--- src/rtl/srm_pkg.sv ---
package srm_pkg;

  localparam int SRM_BYTE_W = 8;
  localparam int SRM_ADV_W  = $clog2(SRM_BYTE_W + 1);

  typedef enum logic [2:0] {
    BK_OH    = 3'd0,
    BK_CTRL  = 3'd1,
    BK_S1    = 3'd2,
    BK_S2    = 3'd3,
    BK_RSV   = 3'd4,
    BK_INFO  = 3'd5,
    BK_INFO6 = 3'd6
  } bkind_e;

  // Read-window advance in bits for one byte type; dummy=1 means the
  // row's stuff bit carries no data.
  function automatic logic [SRM_ADV_W-1:0] read_advance(bkind_e kind, logic dummy);
    logic [SRM_ADV_W-1:0] a;
    case (kind)
      BK_INFO:  a = SRM_ADV_W'(SRM_BYTE_W);
      BK_INFO6: a = SRM_ADV_W'(SRM_BYTE_W - 2);
      BK_CTRL:  a = SRM_ADV_W'(SRM_BYTE_W - 2);
      BK_S1:    a = dummy ? SRM_ADV_W'(SRM_BYTE_W - 1) : SRM_ADV_W'(SRM_BYTE_W);
      BK_S2:    a = dummy ? SRM_ADV_W'(SRM_BYTE_W - 2) : SRM_ADV_W'(SRM_BYTE_W - 1);
      default:  a = '0;
    endcase
    return a;
  endfunction

endpackage

--- src/rtl/srm_frame_pos.sv ---
module srm_frame_pos
  import srm_pkg::*;
#(
  parameter int ROWS      = 9,
  parameter int COLS      = 270,
  parameter int OH_COLS   = 10,
  parameter int BLK_LEN   = 13,
  parameter int N_BLKS    = 20,
  parameter int CTRL_BLKS = 5,
  parameter int S1_BLK    = 10,
  parameter int S2_BLK    = 15,
  localparam int ROW_W    = $clog2(ROWS),
  localparam int COL_W    = $clog2(COLS)
) (
  input  logic             clk,
  input  logic             rst_n,
  input  logic             dummy_in,
  output logic [ROW_W-1:0] row_q,
  output logic [COL_W-1:0] col_q,
  output logic             frame_start,
  output logic             in_spe,
  output bkind_e           kind,
  output logic             row_dummy
);

  localparam int BLK_W  = $clog2(N_BLKS + 1);
  localparam int BPOS_W = $clog2(BLK_LEN);

  logic [BLK_W-1:0]  blk_q;
  logic [BPOS_W-1:0] bpos_q;
  logic              row_start;
  logic              col_last;
  logic              row_last;

  assign row_start   = (col_q == '0);
  assign col_last    = (col_q == COL_W'(COLS - 1));
  assign row_last    = (row_q == ROW_W'(ROWS - 1));
  assign frame_start = row_start && (row_q == '0);
  assign in_spe      = (col_q >= COL_W'(OH_COLS));

  always_ff @(posedge clk or negedge rst_n) begin
    if (!rst_n) begin
      col_q <= '0;
      row_q <= '0;
    end else if (col_last) begin
      col_q <= '0;
      row_q <= row_last ? '0 : row_q + 1'b1;
    end else begin
      col_q <= col_q + 1'b1;
    end
  end

  // Block counters: cleared on the last overhead column, stepped in payload.
  always_ff @(posedge clk or negedge rst_n) begin
    if (!rst_n) begin
      blk_q  <= '0;
      bpos_q <= '0;
    end else if (col_q == COL_W'(OH_COLS - 1)) begin
      blk_q  <= '0;
      bpos_q <= '0;
    end else if (in_spe) begin
      if (bpos_q == BPOS_W'(BLK_LEN - 1)) begin
        bpos_q <= '0;
        blk_q  <= blk_q + 1'b1;
      end else begin
        bpos_q <= bpos_q + 1'b1;
      end
    end
  end

  // Justification flag latched once per row.
  always_ff @(posedge clk or negedge rst_n) begin
    if (!rst_n)         row_dummy <= 1'b0;
    else if (row_start) row_dummy <= dummy_in;
  end

  always_comb begin
    if (!in_spe)                            kind = BK_OH;
    else if (bpos_q == '0) begin
      if (blk_q < BLK_W'(CTRL_BLKS))        kind = BK_CTRL;
      else if (blk_q == BLK_W'(S1_BLK))     kind = BK_S1;
      else if (blk_q == BLK_W'(S2_BLK))     kind = BK_S2;
      else                                  kind = BK_RSV;
    end
    else if (bpos_q == BPOS_W'(BLK_LEN - 1)) kind = BK_INFO6;
    else                                     kind = BK_INFO;
  end

endmodule

--- src/rtl/srm_asm_ring.sv ---
module srm_asm_ring
  import srm_pkg::*;
#(
  parameter int N         = 24,
  parameter int W         = SRM_BYTE_W,
  localparam int ADV_W    = $clog2(W + 1),
  localparam int FILL_W   = $clog2(N + 1)
) (
  input  logic              clk,
  input  logic              rst_n,
  input  logic [ADV_W-1:0]  adv,
  input  logic [W-1:0]      wr_byte,
  output logic              wr_take,
  output logic [W-1:0]      window,
  output logic [FILL_W-1:0] fill
);

  localparam int PTR_W = $clog2(N);

  logic [N-1:0]     ring_q;
  logic [PTR_W-1:0] rp_q;
  logic [PTR_W-1:0] wp_q;
  logic [FILL_W:0]  left_after;

  function automatic logic [PTR_W-1:0] wrap_idx(int v);
    return PTR_W'((v >= N) ? v - N : v);
  endfunction

  // Bits still held once this cycle's read advance is applied.
  assign left_after = {1'b0, fill} - (FILL_W + 1)'(adv);
  assign wr_take    = (left_after <= (FILL_W + 1)'(N - W));

  always_comb begin
    for (int i = 0; i < W; i++) begin
      window[W-1-i] = ring_q[wrap_idx(int'(rp_q) + i)];
    end
  end

  always_ff @(posedge clk or negedge rst_n) begin
    if (!rst_n) begin
      ring_q <= '0;
      rp_q   <= '0;
      wp_q   <= '0;
      fill   <= '0;
    end else begin
      if (wr_take) begin
        for (int i = 0; i < W; i++) begin
          ring_q[wrap_idx(int'(wp_q) + i)] <= wr_byte[W-1-i];
        end
        wp_q <= wrap_idx(int'(wp_q) + W);
      end
      rp_q <= wrap_idx(int'(rp_q) + int'(adv));
      fill <= FILL_W'(int'(left_after) + (wr_take ? W : 0));
    end
  end

endmodule

--- src/rtl/srm_byte_fmt.sv ---
module srm_byte_fmt
  import srm_pkg::*;
#(
  parameter int W     = SRM_BYTE_W,
  parameter int ROW_W = 4,
  parameter int COL_W = 9
) (
  input  logic             clk,
  input  logic             rst_n,
  input  bkind_e           kind,
  input  logic [W-1:0]     window,
  input  logic             row_dummy,
  input  logic [W-1:0]     aux_in,
  input  logic [ROW_W-1:0] row_in,
  input  logic [COL_W-1:0] col_in,
  input  logic             frame_in,
  input  logic             spe_in,
  output logic             aux_rd,
  output logic [W-1:0]     byte_q,
  output logic [ROW_W-1:0] row_q,
  output logic [COL_W-1:0] col_q,
  output logic             frame_q,
  output logic             spe_q
);

  logic [W-1:0] byte_d;

  // Control byte: six stream bits, the row flag, then a zero overhead bit.
  function automatic logic [W-1:0] ctrl_byte(logic [W-1:0] win, logic flag);
    return {win[W-1:2], flag, 1'b0};
  endfunction

  assign aux_rd = (kind == BK_RSV);

  always_comb begin
    case (kind)
      BK_OH:   byte_d = '0;
      BK_CTRL: byte_d = ctrl_byte(window, row_dummy);
      BK_RSV:  byte_d = aux_in;
      default: byte_d = window;
    endcase
  end

  always_ff @(posedge clk or negedge rst_n) begin
    if (!rst_n) begin
      byte_q  <= '0;
      row_q   <= '0;
      col_q   <= '0;
      frame_q <= 1'b0;
      spe_q   <= 1'b0;
    end else begin
      byte_q  <= byte_d;
      row_q   <= row_in;
      col_q   <= col_in;
      frame_q <= frame_in;
      spe_q   <= spe_in;
    end
  end

endmodule

--- src/rtl/srm_map_ctrl.sv ---
module srm_map_ctrl
  import srm_pkg::*;
#(
  parameter int ROWS      = 9,
  parameter int COLS      = 270,
  parameter int OH_COLS   = 10,
  parameter int BLK_LEN   = 13,
  parameter int N_BLKS    = 20,
  parameter int CTRL_BLKS = 5,
  parameter int S1_BLK    = 10,
  parameter int S2_BLK    = 15,
  parameter int BUF_BITS  = 24,
  parameter int BYTE_W    = SRM_BYTE_W
) (
  input  logic                      clk,
  input  logic                      rst_n,
  input  logic [BYTE_W-1:0]         eb_byte,
  output logic                      eb_next,
  input  logic                      just_dummy,
  input  logic [BYTE_W-1:0]         aux_byte,
  output logic                      aux_rd,
  output logic [BYTE_W-1:0]         pay_byte,
  output logic [$clog2(ROWS)-1:0]   pay_row,
  output logic [$clog2(COLS)-1:0]   pay_col,
  output logic                      pay_frame,
  output logic                      pay_spe
);

  localparam int ROW_W  = $clog2(ROWS);
  localparam int COL_W  = $clog2(COLS);
  localparam int ADV_W  = $clog2(BYTE_W + 1);
  localparam int FILL_W = $clog2(BUF_BITS + 1);

  logic [ROW_W-1:0]  pos_row;
  logic [COL_W-1:0]  pos_col;
  logic              pos_frame;
  logic              pos_spe;
  bkind_e            pos_kind;
  logic              row_dummy;
  logic [ADV_W-1:0]  rd_adv;
  logic [BYTE_W-1:0] rd_window;
  logic [FILL_W-1:0] ring_fill;

  assign rd_adv = ADV_W'(read_advance(pos_kind, row_dummy));

  srm_frame_pos #(
    .ROWS(ROWS), .COLS(COLS), .OH_COLS(OH_COLS), .BLK_LEN(BLK_LEN),
    .N_BLKS(N_BLKS), .CTRL_BLKS(CTRL_BLKS), .S1_BLK(S1_BLK), .S2_BLK(S2_BLK)
  ) u_pos (
    .clk(clk), .rst_n(rst_n), .dummy_in(just_dummy),
    .row_q(pos_row), .col_q(pos_col), .frame_start(pos_frame),
    .in_spe(pos_spe), .kind(pos_kind), .row_dummy(row_dummy)
  );

  srm_asm_ring #(.N(BUF_BITS), .W(BYTE_W)) u_ring (
    .clk(clk), .rst_n(rst_n), .adv(rd_adv), .wr_byte(eb_byte),
    .wr_take(eb_next), .window(rd_window), .fill(ring_fill)
  );

  srm_byte_fmt #(.W(BYTE_W), .ROW_W(ROW_W), .COL_W(COL_W)) u_fmt (
    .clk(clk), .rst_n(rst_n), .kind(pos_kind), .window(rd_window),
    .row_dummy(row_dummy), .aux_in(aux_byte), .row_in(pos_row),
    .col_in(pos_col), .frame_in(pos_frame), .spe_in(pos_spe),
    .aux_rd(aux_rd), .byte_q(pay_byte), .row_q(pay_row), .col_q(pay_col),
    .frame_q(pay_frame), .spe_q(pay_spe)
  );

endmodule

--- config.mk ---
export PLATFORM = sky130hd
export DESIGN_NAME = srm_map_ctrl
export DESIGN_NICKNAME = d
export VERILOG_FILES = /design/src/rtl/srm_pkg.sv /design/src/rtl/srm_frame_pos.sv /design/src/rtl/srm_asm_ring.sv /design/src/rtl/srm_byte_fmt.sv /design/src/rtl/srm_map_ctrl.sv
export SDC_FILE = /design/constraint.sdc
export NUM_CORES = 1
export LEC_CHECK = 0
export ABC_AREA = 0
export CORE_MARGIN = 4
export CORE_UTILIZATION = 37
export CTS_BUF_LIST = sky130_fd_sc_hd__clkbuf_16
export CTS_CLUSTER_SIZE = 24
export DETAILED_ROUTE_END_ITERATION = 10
export PLACE_DENSITY_LB_ADDON = 0.05
export REMOVE_ABC_BUFFERS = 1
export SLEW_MARGIN = 40
export SYNTH_ARGS = -nofsm -noshare
export SYNTH_HDL_FRONTEND = slang
export SYNTH_SLANG_ARGS = --single-unit
--- constraint.sdc ---
create_clock -name clk -period 3.36 [get_ports clk]
set_clock_uncertainty 0.05 [all_clocks]
set_input_delay 0.336 -clock clk [delete_from_list [all_inputs] [get_ports clk]]
set_output_delay 0.336 -clock clk [all_outputs]
set_load 0.02 [all_outputs]
==> metrics.txt, run 1 <==
clock share of power=0.468; YS warnings=0; commonest non-fill, non-tap cell in the layout=dfrtp_1; fin util=0.4951; cells after synthesis=around 540; clk sinks=82; Int Power=1.673 mW; DR pass1 iterations=4; Cell variety after synth=61; Mapped Area=approximately 5600 µm²; Worst-Skew Late Latency=between 300 and 400 ps; Boundary Pins=between 40 and 50; worst min path class=register to register; leading cell types in the layout, fill and taps excluded=dfrtp_1, buf_4, clkdlybuf4s50_1, mux2_2, nand2_1; #FFs+latches synth=82; Max FO, Critical Path=2; grt total ovfl=0; drt total wl=14110 µm; nets=around 700; Bufs on Longest Clock Path=2; CTS Buf Count=9; clock-pin slew on the worst setup and hold paths=approximately 60 ps; Overall Global Routing Usage=0.1688; drt via density=5.386; Avg Synthesized Cell Area=approximately 10 µm²; Die Wd=131.4 µm; DR vias=between 4000 and 5000; DR WL/cell=16.99 µm; relative slew slack=0.6561; worst slack, placed=-869.1 ps; largest net degree at the start of global routing=35; die area=about 17000 µm²; Starting Density=0.3821; Max-Cap Viols=0; endpoints failing hold=0; area grow syn2layout=29.56%; PnR worst setup slack=-481.9 ps; # rows=44; clock root buffer=clkbuf_16; Synth top area share=0.3640; first-pass GRT wire length=roughly 24000 µm; H-Tree Depth=3; CTS tree=done; Critical Path End Type=output port; Fmax achieved=about 260 MHz; status=finished with violations; Top FF cell, synth=dfrtp_1; chip height=131.4 µm; Critical Path Source Type=register; Final Slew Violations=0; Synth area leaders=dfrtp_1, mux4_2, ha_1, mux2_2, mux2i_1; DRC viols=0; Leakage=3.212 nW; post-route clock period utilization=1.143; Reg power frac=0.466; dominant cell type by area after synthesis=dfrtp_1; DR iter-0 viols=around 340; EDFF count, synth=0; WP data arrival=3460 ps; VDD IR max=between 0.2 and 0.3 mV; # port buffers=43; setup tns final=-8261 ps; FFs w/ async S/R, synth=1.000; ratio of cells with drive above 1 in the final layout=0.3003; Net Switching=0.5270 mW; number of global-route vias before repair=4541; post-synthesis sequential area ratio=0.3640; initial antenna violation count=0; PD cells=between 300 and 400 nW/µm²; failing checks=negative setup slack; CP required=2970 ps; Core ar.=about 15000 µm²; Ant. Diodes=0; sw frac=0.2395; post-route ant nets=0; post-DP HPWL=around 11000 µm; Final Wtd Congestion=approximately 0.88; Combinational Power Share=0.065; critical path type=register to output port; endpoints failing setup=29; Worst-Margin Slew=~510 ps; RSZ-0062 raised after global routing=true; Final Critical Period=about 3800 ps
[layer usage]
layer,track usage,wire (µm),vias up
met3,0.03746,627,13
met5,0,0,-
met1,0.2417,6808,2193
li1,-,-,2176
met4,0.05076,206,0
met2,0.2567,6463,88
[power by group through the flow]
stage | logic, mW | registers, mW | clock network, mW
2_1_floorplan | 0.0617 | 1.04 | 0
3_3_place_gp | 0.144 | 1.04 | 0
3_5_place_dp | 0.144 | 1.04 | 0
4_1_cts | 0.147 | 1.03 | 1.08
5_1_grt | 0.159 | 1.03 | 1.11
6_report | 0.144 | 1.03 | 1.03
[cell type report]
class | count | area (µm²)
fill | 1366 | 7450
multi-input combinational | 406 | 3608
sequential | 82 | 2052
timing repair buffer | 113 | 998.5
tap | 184 | 230.2
clock buffer | 9 | 225.2
inverter | 29 | 108.9
clock inverter | 7 | 81.33
[cells by family after synthesis]
group / count (synthesis) / share of synthesized area
compound gates: 98 / 0.1099
buf+inv: 50 / 0.03684
fa+ha+maj: 41 / 0.09365
mux: 81 / 0.2022
xor+xnor: 30 / 0.04661
simple gates: 156 / 0.1469
flops: 82 / 0.3640
[stage by stage]
step                      total power [mW]  instances  cell area, µm²  hold slack [ps]
after CTS                            2.248        829            7218            394.4
final                                2.200        830            7305            388.1
after detailed placement             1.189        805            6693            243.4
after global routing                 2.295        830            7305            413.3
after floorplan                      1.106        517            5539           -9.591
after global placement               1.187        805            6693            243.4
[critical path, cell delays in order, from the launching register on]
cell      delay (ps)
dfrtp_1          390
inv_2             90
ha_4             130
or3b_4           400
buf_6            130
a21oi_4          120
nand2b_4         160
o21ai_4           70
or2_4            260
ha_4             210
nor2b_1          120
o21a_1           180
or3_4            390
o211ai_1         120
and3_4           240
buf_6            110
[flip-flops by register name, indices dropped and copies added, names as in the netlist, 4 cells and up]
name / flops
u_ring.rp_q: 5
u_pos.bpos_q: 4
u_ring.fill: 5
u_fmt.col_q: 9
u_fmt.row_q: 4
u_ring.ring_q: 24
u_pos.row_q: 4
u_pos.blk_q: 5
u_pos.col_q: 9
u_fmt.byte_q: 8
[final timing paths]
check / depth (start not counted) / startpoint / end / slack [ps]
min in group asynchronous: 2 / rst_n / u_fmt.byte_q[2] / 410
max in group asynchronous: 3 / rst_n / u_fmt.col_q[1] / 2100
setup / recovery: 15 / u_pos.bpos_q[1] / eb_next / -480
hold / removal: 0 / u_pos.row_q[0] / u_fmt.row_q[0] / 390
setup reg to reg: 17 / u_pos.bpos_q[1] / u_ring.ring_q[22] / -330
hold reg to reg: 0 / u_pos.row_q[0] / u_fmt.row_q[0] / 390
[cells in the mapped netlist (all sizes together), types with 3 or more instances]
library cell and instances:
or2 4, xor2 15, o21a 3, o31ai 3
a22o 5, mux2 40, mux4 22, nand3 15
a21oi 30, nand2b 6, nor2b 4, or3 3
o21ai 23, a31oi 3, and3b 3, inv 28
clkbuf 10, a21boi 4, nor3 15, xnor2 15
nor2 31, nand3b 3, nand4 9, nand2 37
or4 5, a21o 5, mux2i 19, a32oi 3
buf 11, and3 5, o22ai 4, and2 5
nor3b 3, nor4 3, ha 39, dfrtp 82
[what timing repair did]
| action | 4_1_cts | 5_1_grt |
|---|---|---|
| endpoints found under the hold margin | 25 | 0 |
| pin swaps | 13 | 10 |
| hold buffers | 1 | 0 |
| setup endpoints to repair | 31 | 30 |
| setup buffers | 8 | 1 |
| resized for setup | 43 | 15 |
Note: power is estimated with default switching activity, not from simulation.
==> run 2, diff against run 1 <==
--- a/config.mk
+++ b/config.mk
@@ -8,7 +8,6 @@
 export ABC_AREA = 0
 export CORE_MARGIN = 4
 export CORE_UTILIZATION = 37
-export CTS_BUF_LIST = sky130_fd_sc_hd__clkbuf_16
 export CTS_CLUSTER_SIZE = 24
 export DETAILED_ROUTE_END_ITERATION = 10
 export PLACE_DENSITY_LB_ADDON = 0.05
==> results of run 2 <==
Final layout, timing and power as in run 1 (identical DEF).
==> run 3, diff against run 2 <==
--- a/config.mk
+++ b/config.mk
@@ -11,6 +11,7 @@
 export CTS_CLUSTER_SIZE = 24
 export DETAILED_ROUTE_END_ITERATION = 10
 export PLACE_DENSITY_LB_ADDON = 0.05
+export RECOVER_POWER = 25
 export REMOVE_ABC_BUFFERS = 1
 export SLEW_MARGIN = 40
 export SYNTH_ARGS = -nofsm -noshare
==> metrics.txt, run 3 (synthesis gave the netlist of run 1 again) <==
status=finished with violations; failing checks=max-capacitance violations, max-slew violations, negative setup slack; drt via density=5.382 (about the same); sw frac=0.2402 (+0.0006207); VDD IR max=0.2626 mV (about the same); Boundary Pins=44 (unchanged); die area=17280 µm² (unchanged); DR iter-0 viols=358 (+6.2%); CP required=2970 ps (about the same); clock-pin slew on the worst setup and hold paths=60 ps (about the same); ratio of cells with drive above 1 in the final layout=0.2864 (-0.01393); CTS Buf Count=9 (unchanged); Critical Path End Type=output port; worst min path class=register to register; endpoints failing setup=29 (unchanged); post-route ant nets=0 (unchanged); Die Wd=131.4 µm (unchanged); Int Power=1.672 mW (about the same); PD cells=302.8 nW/µm² (+0.53%); leading cell types in the layout, fill and taps excluded=dfrtp_1, buf_4, clkdlybuf4s50_1, mux2_2, nand2_1; Max-Cap Viols=1 (+1); crit path cell chain=inv_2 > ha_4 > or3b_4 > buf_6 > a21oi_4 > nand2b_4 > o21ai_4 > or2_4 > ha_4 > nor2b_1 > o21a_1 > or3_4 > o211ai_1 > and3_4 > buf_6; Combinational Power Share=0.065 (about the same); largest net degree at the start of global routing=35 (unchanged); Net Switching=0.5286 mW (+0.29%); CP bufs+invs=3 (unchanged); post-DP HPWL=10580 µm (unchanged); Final Critical Period=3842 ps (+0.2060 ps); commonest non-fill, non-tap cell in the layout=dfrtp_1; setup tns final=-8251 ps (+10.91 ps); max FFs per register=24 (unchanged); DR pass1 iterations=4 (unchanged); Core ar.=14750 µm² (unchanged); initial antenna violation count=0 (unchanged); CP max-delay cell=or3b_4; Starting Density=0.3821 (unchanged); CP peak stage delay=400 ps (about the same); relative slew slack=-0.1123 (-0.7684); Fmax achieved=260.3 MHz (about the same); nets=701 (unchanged); Worst-Margin Slew=1668 ps (+1154 ps); grt total ovfl=0 (unchanged); drt total wl=14110 µm (about the same); clk sinks=82 (unchanged); Design Power=2.201 mW (about the same); PnR worst setup slack=-482.1 ps (-0.2060 ps); Worst-Skew Late Latency=350 ps (about the same); # port buffers=43 (unchanged); # rows=44 (unchanged); critical path type=register to output port; Largest Register=u_ring.ring_q; H-Tree Depth=3 (unchanged); Final Slew Violations=28 (+28); DRC viols=0 (unchanged); first-pass GRT wire length=23790 µm (unchanged); WP data arrival=3460 ps (about the same); Ant. Diodes=0 (unchanged); CTS tree=done; clock root buffer=clkbuf_16; endpoints failing hold=0 (unchanged); Critical Path Source Type=register; Largest regs=u_ring.ring_q x24, u_fmt.col_q x9, u_pos.col_q x9; area grow syn2layout=28.92%; Max FO, Critical Path=2 (unchanged); Bufs on Longest Clock Path=2 (unchanged); DR vias=4467 (-0.067%); DR WL/cell=17.00 µm (about the same); clock share of power=0.469 (about the same); Final Wtd Congestion=0.8808 (unchanged); post-route clock period utilization=1.143 (about the same); crit-path leading delay family=simple AND/OR/NAND/NOR gates; Leakage=3.176 nW (-1.1%); fin cells=830 (unchanged); chip height=131.4 µm (unchanged); Reg power frac=0.466 (about the same); Overall Global Routing Usage=0.1688 (unchanged); worst slack, placed=-869.1 ps (unchanged); Cells after DPL=805 (unchanged); RSZ-0062 raised after global routing=true; number of global-route vias before repair=4541 (unchanged)
==> run 3: final cells by class <==
class | count | area, µm²
clock buffer | 9 | 225.2
clock inverter | 7 | 81.33
fill | 1375 | 7486
inverter | 29 | 108.9
multi-input combinational | 406 | 3608
sequential | 82 | 2052
tap | 184 | 230.2
timing repair buffer | 113 | 962.2
==> run 3: stage by stage <==
stage | area (µm²) | hold WS, ps | utilization
final | 7268 | 388.5 | 0.4926
after detailed placement | 6693 | 243.4 | 0.4536
after global routing | 7268 | 413.3 | 0.4926
after global placement | 6693 | 243.4 | 0.4536
after floorplan | 5539 | -9.591 | -
after CTS | 7218 | 394.4 | 0.4892
==> run 3: worst register-to-register path: stages (launching register included) <==
cell and delay [ps]:
dfrtp_1 390, inv_2 90, ha_4 130, or3b_4 400, buf_6 140, a21oi_4 120, nand2b_4 160, o21ai_4 70
or2_4 260, ha_4 210, nor2b_1 120, o21a_1 180, or3_4 390, o211ai_1 120, buf_4 160, nand4_1 130
buf_12 180, mux2_4 300
==> run 3: layer usage <==
| layer | vias up | global-route usage | wire, µm |
|---|---|---|---|
| met5 | - | 0 | 0 |
| met4 | 0 | 0.05076 | 206 |
| met3 | 13 | 0.03746 | 584 |
| met2 | 88 | 0.2567 | 6532 |
| met1 | 2185 | 0.2417 | 6783 |
| li1 | 2181 | - | - |
==> run 3: timing repair <==
item / CTS / global route
setup buffers: 8 / 1
setup endpoints to repair: 31 / 30
hold endpoints to repair: 25 / 0
gates resized for setup: 43 / 15
hold buffers: 1 / 0
pin swaps: 13 / 10
==> run 3: final timing paths <==
path / from / endpoint / slack, ps / cells after the start
worst max-delay path: u_pos.bpos_q[1] / eb_next / -480 / 15
worst min-delay path: u_pos.row_q[0] / u_fmt.row_q[0] / 390 / 0
worst max register to register: u_pos.bpos_q[1] / u_ring.ring_q[22] / -330 / 17
worst min register to register: u_pos.row_q[0] / u_fmt.row_q[0] / 390 / 0
max in group asynchronous: rst_n / u_ring.ring_q[21] / 960 / 3
min in group asynchronous: rst_n / u_fmt.byte_q[2] / 910 / 2
==> run 3: power groups by stage <==
stage / sequential (mW) / combinational (mW) / clock [mW]
after global routing: 1.03 / 0.158 / 1.11
after CTS: 1.03 / 0.147 / 1.08
after detailed placement: 1.04 / 0.144 / 0
after floorplan: 1.04 / 0.0617 / 0
final: 1.03 / 0.143 / 1.03
after global placement: 1.04 / 0.144 / 0
